===== src/rtl/chdiv_pkg.sv =====
package chdiv_pkg;

  typedef enum logic [1:0] {
    ST_HOLD  = 2'd0,
    ST_DELAY = 2'd1,
    ST_HIGH  = 2'd2,
    ST_LOW   = 2'd3
  } wave_st_t;

  // Coarse delay in input cycles: early case uses the offset alone,
  // late case adds the low time (count+1) on top of the offset.
  function automatic int unsigned phase_delay(input bit late,
                                              input int unsigned ofs,
                                              input int unsigned lo_field);
    int unsigned d;
    if (late) d = ofs + lo_field + 1;
    else      d = ofs;
    return d;
  endfunction

endpackage


===== src/rtl/chdiv_offset_cap.sv =====
module chdiv_offset_cap
  import chdiv_pkg::*;
#(
  parameter int CNT_W = 4,
  parameter int PO_W  = 4,
  parameter int DLY_W = 5
) (
  input  logic             clk,
  input  logic             rst_n,
  input  logic             sync_req,
  input  logic             late_in,
  input  logic [PO_W-1:0]  ofs_in,
  input  logic [CNT_W-1:0] lo_in,
  output logic [DLY_W-1:0] dly
);

  logic             late_q;
  logic [PO_W-1:0]  ofs_q;
  logic [CNT_W-1:0] lo_q;

  // Offset fields are only sampled while a sync is requested.
  always_ff @(posedge clk or negedge rst_n) begin
    if (!rst_n) begin
      late_q <= 1'b0;
      ofs_q  <= '0;
      lo_q   <= '0;
    end else if (sync_req) begin
      late_q <= late_in;
      ofs_q  <= ofs_in;
      lo_q   <= lo_in;
    end
  end

  always_comb begin
    dly = DLY_W'(phase_delay(late_q, int'(ofs_q), int'(lo_q)));
  end

  // without a sync the applied delay must not move
  p_offset_hold_r5: assert property (@(posedge clk) disable iff (!rst_n)
    !sync_req |=> $stable(dly));

endmodule


===== src/rtl/chdiv_wave.sv =====
module chdiv_wave
  import chdiv_pkg::*;
#(
  parameter int CNT_W = 4,
  parameter int DLY_W = 5
) (
  input  logic             clk,
  input  logic             rst_n,
  input  logic             sync_req,
  input  logic [CNT_W-1:0] hi_in,
  input  logic [CNT_W-1:0] lo_in,
  input  logic [DLY_W-1:0] dly,
  output logic             wave_out,
  output logic             period_start
);

  wave_st_t         state;
  logic [DLY_W-1:0] cnt;
  logic [CNT_W-1:0] lo_act;
  logic             cnt_zero;

  assign cnt_zero = (cnt == '0);

  // Named event: the next edge begins a high phase (period boundary).
  always_comb begin
    period_start = 1'b0;
    if (!sync_req) begin
      unique case (state)
        ST_HOLD:  period_start = (dly == '0);
        ST_DELAY: period_start = cnt_zero;
        ST_LOW:   period_start = cnt_zero;
        default:  period_start = 1'b0;
      endcase
    end
  end

  always_ff @(posedge clk or negedge rst_n) begin
    if (!rst_n) begin
      state    <= ST_HOLD;
      cnt      <= '0;
      lo_act   <= '0;
      wave_out <= 1'b0;
    end else if (sync_req) begin
      state    <= ST_HOLD;
      cnt      <= '0;
      wave_out <= 1'b0;
    end else if (period_start) begin
      state    <= ST_HIGH;
      cnt      <= DLY_W'(hi_in);
      lo_act   <= lo_in;
      wave_out <= 1'b1;
    end else begin
      unique case (state)
        ST_HOLD: begin
          state <= ST_DELAY;
          cnt   <= dly - 1'b1;
        end
        ST_HIGH: begin
          if (cnt_zero) begin
            state    <= ST_LOW;
            cnt      <= DLY_W'(lo_act);
            wave_out <= 1'b0;
          end else begin
            cnt <= cnt - 1'b1;
          end
        end
        default: cnt <= cnt - 1'b1;
      endcase
    end
  end

  // a sampled sync always forces the output low
  p_sync_low_r6: assert property (@(posedge clk) disable iff (!rst_n)
    sync_req |=> !wave_out);

  // high phase is not cut short before its count expires
  p_high_hold_r1: assert property (@(posedge clk) disable iff (!rst_n)
    (wave_out && state == ST_HIGH && !cnt_zero && !sync_req) |=> wave_out);

  // low phase is not cut short before its count expires
  p_low_hold_r1: assert property (@(posedge clk) disable iff (!rst_n)
    (state == ST_LOW && !cnt_zero && !sync_req) |=> !wave_out);

  // the applied low time only changes at a period boundary
  p_lo_stable_r7: assert property (@(posedge clk) disable iff (!rst_n)
    !period_start |=> $stable(lo_act));

  // every rising edge coincides with a period boundary
  p_rise_boundary_r7: assert property (@(posedge clk) disable iff (!rst_n)
    $rose(wave_out) |-> $past(period_start));

endmodule


===== src/rtl/chdiv_phase.sv =====
module chdiv_phase
  import chdiv_pkg::*;
#(
  parameter int CNT_W = 4,
  parameter int PO_W  = 4
) (
  input  logic             clk,
  input  logic             rst_n,
  input  logic             sync_req,
  input  logic [CNT_W-1:0] hi_cnt,
  input  logic [CNT_W-1:0] lo_cnt,
  input  logic [PO_W-1:0]  ph_ofs,
  input  logic             ph_late,
  output logic             clk_div_out
);

  localparam int MAX_W = (CNT_W > PO_W) ? CNT_W : PO_W;
  localparam int DLY_W = MAX_W + 1;

  logic [DLY_W-1:0] dly;
  logic             period_start;

  chdiv_offset_cap #(
    .CNT_W(CNT_W),
    .PO_W (PO_W),
    .DLY_W(DLY_W)
  ) u_cap (
    .clk     (clk),
    .rst_n   (rst_n),
    .sync_req(sync_req),
    .late_in (ph_late),
    .ofs_in  (ph_ofs),
    .lo_in   (lo_cnt),
    .dly     (dly)
  );

  chdiv_wave #(
    .CNT_W(CNT_W),
    .DLY_W(DLY_W)
  ) u_wave (
    .clk         (clk),
    .rst_n       (rst_n),
    .sync_req    (sync_req),
    .hi_in       (hi_cnt),
    .lo_in       (lo_cnt),
    .dly         (dly),
    .wave_out    (clk_div_out),
    .period_start(period_start)
  );

  // output is low whenever reset is applied
  always_comb begin
    if (!rst_n) p_reset_low_r9: assert (!clk_div_out || $time == 0);
  end

endmodule


===== config.mk =====
export PLATFORM = sky130hd
export DESIGN_NAME = chdiv_phase
export DESIGN_NICKNAME = d
export VERILOG_FILES = /design/src/rtl/chdiv_pkg.sv /design/src/rtl/chdiv_offset_cap.sv /design/src/rtl/chdiv_wave.sv /design/src/rtl/chdiv_phase.sv
export SDC_FILE = /design/constraint.sdc
export NUM_CORES = 1
export LEC_CHECK = 0
export BUFFER_PORTS_ARGS = -buffer_cell sky130_fd_sc_hd__buf_4
export CAP_MARGIN = 10
export CORE_ASPECT_RATIO = 0.5
export CORE_MARGIN = 10
export CORE_UTILIZATION = 51
export CTS_BUF_LIST = sky130_fd_sc_hd__clkbuf_8 sky130_fd_sc_hd__clkbuf_16
export CTS_CLUSTER_DIAMETER = 60
export DETAILED_ROUTE_END_ITERATION = 6
export GPL_ROUTABILITY_DRIVEN = 1
export GPL_TIMING_DRIVEN = 0
export PLACE_DENSITY = 0.76
export SLEW_MARGIN = 0
export SYNTH_ARGS = -nofsm -noshare
export SYNTH_HDL_FRONTEND = slang
export SYNTH_SLANG_ARGS = --single-unit

===== constraint.sdc =====
create_clock -name clk -period 7.4 [get_ports clk]
set_input_delay 0.74 -clock clk [delete_from_list [all_inputs] [get_ports clk]]
set_output_delay 0.74 -clock clk [all_outputs]
set_load 0.1 [all_outputs]

==> results.cfg <==
[run_status]
status = complete, no violations

[clock_tree]
cts_root_buf = clkbuf_8
htreeDepth = 1
post-cts-setup-buffer-count = 0
numCtsBuffers = 3
tritoncts = done
path_clk_slew_ns = 0.08
cts-resized-gates = 0
clock-sinks = 21
cts_buffer_depth = 2
cts_hold_buf = 0
clock_latency_ns = 0.26

[floorplan]
initial_utilization_pct = 53.1
fp-row-count = 13
ioPinCount = 17
dieHeight_um = 56.6
die_area_sq_um = 5270
die_w_um = 93.1
core_sq_um = 2570

[sta]
min_period_over_period_pct = 39.1
worst_slew_pin_slew_ns = 0.605
layout_min_cycle_time_ns = 2.90
setup_tns_ns = 0
slew_headroom_pct = 59.1
slew_violations = 0
fmax_mhz = 345
hold_viol = 0
finalSetupViolCount = 0
rsz0062_at_grt = false
clock_skew_ns = 0.00465

[logic_synthesis]
async_flop_share_pct = 100
synth_edf_count = 0
syn_inst = 133
yosysTopAreaCell = dfrtp_1
synth_top_cell_area_share_pct = 38.5
synth.area.top_cells = dfrtp_1 39%, ha_1 5.5%, mux2_2 5.0%
syn_area_per_cell_sq_um = 10.3
synthFlopType = dfrtp_1
yosys_warnings = 0
synth_area_sq_um = 1360
ys_types = 46
syn_nets = 156
synth-seq-cells = 21
synth_seq_area_share_pct = 38.5

[critical_path]
path_max_fanout = 5
cp.required_ns = 7.55
rr_endpoint = u_wave.lo_act[2]
start_kind = flip-flop
end_kind = flip-flop
worstSetupStartpoint = u_cap.ofs_q[0]
crit_end = u_wave.lo_act[2]
rr_worst_depth = 10
worstSetupPathType = flip-flop to flip-flop
crit_arrival_ns = 3.04
rr_startpoint = u_cap.ofs_q[0]
reg2reg_setup_slack_ns = 4.50

[power_and_ir_drop]
peakVddDrop_mv = 0.144
clock_power_share_pct = 15.1
combPwrFrac_pct = 50.3
switching_power_mw = 0.208
power_density_nw_per_um2 = 323
power.leakage_nw = 0.703
internal-power_mw = 0.299
pwr-share-seq_pct = 34.6
sw_frac_of_total_pct = 41.0

[routing]
routed_wl_mm = 3.01
ant_nets = 0
drt_iter0_markers = 84
drc = 0
via_per_inst = 5.59
wl_per_cell_um = 15.9
drt-pass1-iter-count = 4
num_vias = 1057

[global_routing]
overflow = 0
track_usage_pct = 11.7
grt_pass1_vias = 1083
grt_pass1_wl_mm = 5.13
grt_max_degree = 22
antenna_found_initial = 0

[placement]
gp_congestion = 0.908
port_buffers = 15
hpwl_mm = 2.40
placed_cell_area_sq_um = 1520

[finish]
diodes = 0
layout-drive-gt1-share_pct = 25.0
design.final.nets = 176
layout_common_cells = 21 x dfrtp_1, 15 x buf_4, 10 x inv_1, 10 x a21oi_1, 10 x o21ai_0
n_fill_cell = 235
final_area_sq_um = 1570
final_common_cell = dfrtp_1
syn_to_final_growth_pct = 15.0

[hold_path]
hold_path.class = primary input to asynchronous set/reset pin

[flow_run]
maxCapViolCount = 0
-- registers in the layout, summed over array words and instances (netlist names) --
signal	count
u_wave.lo_act	4
u_cap.lo_q	4
u_cap.ofs_q	4
u_wave.wave_out	1
u_cap.late_q	1
u_wave.state	2
u_wave.cnt	5
-- how the worst min path moves through the flow --
stage	end	slack, ns	depth (start not counted)
5_1_grt	u_cap.lo_q[1]	0.36	1
3_3_place_gp	u_wave.lo_act[2]	0.50	1
3_5_place_dp	u_wave.lo_act[0]	0.52	1
2_1_floorplan	u_cap.late_q	0.44	0
6_report	u_cap.lo_q[1]	0.35	1
4_1_cts	u_cap.lo_q[1]	0.36	1
-- layout make-up --
class                      count  area (sq um)  share of cell area, %
inverter                      10          37.5                   2.39
clock inverter                 1          5.00                  0.319
sequential                    21           526                   33.5
multi-input combinational     96           776                   49.4
timing repair buffer          15           113                   7.18
tap                           37          46.3                   2.95
clock buffer                   3          41.3                   2.63
buffer                         6          25.0                   1.59
-- critical path: stages, from the launching register on --
cell and delay [ns]:
dfrtp_1 0.38, inv_1 0.09, ha_1 0.19, fa_1 0.43, mux2_2 0.29, ha_1 0.25
nor4b_4 0.15, a31o_4 0.24, a22oi_2 0.28, a21oi_4 0.15, mux2_4 0.33
-- per-layer routing --
metal  routed length (um)  track usage, %
met1                 1480            15.1
met3                  129            4.11
met4                   49            1.09
met5                    0               0
met2                 1350            19.1
-- through the flow --
step | worst slack [ns] | hold slack, ns | power [mW] | instances | utilization, %
after floorplan | 4.73 | 0.444 | 0.368 | 133 | -
after global placement | 4.57 | 0.497 | 0.424 | 185 | 59.3
after detailed placement | 4.51 | 0.518 | 0.430 | 185 | 59.3
after CTS | 4.49 | 0.356 | 0.505 | 189 | 61.1
after global routing | 4.38 | 0.363 | 0.542 | 189 | 61.1
final | 4.50 | 0.350 | 0.507 | 189 | 61.1
-- power groups by stage --
stage,registers (mW),clock network [mW],logic (mW)
after floorplan,0.183,0,0.185
after global placement,0.176,0,0.248
after detailed placement,0.177,0,0.253
after CTS,0.175,0.0758,0.255
after global routing,0.181,0.0802,0.281
final,0.175,0.0766,0.255
-- cells by family (layout without fill, tap and decap cells) --
kind of cell	count (synthesis)	in the layout	share of synthesized area, %
compound gates	41	41	21.7
xor+xnor	5	5	4.22
fa+ha+maj	7	7	6.97
buf+inv	16	35	4.59
flops	21	21	38.5
mux	11	11	10.1
simple gates	32	32	13.9
-- cell usage after synthesis, types with 2 or more instances --
cell type,count
dfrtp_1,21
a21oi_1,10
inv_1,10
o21ai_0,10
nand2_1,9
ha_1,6
mux2_2,6
nor2_1,6
clkbuf_1,4
mux2_4,4
a211oi_1,3
nor3_1,3
a22o_1,2
buf_2,2
nand3_1,2
o21ai_1,2
o31ai_1,2
xnor2_1,2
xor2_1,2
(Power assumes the default switching activity.)
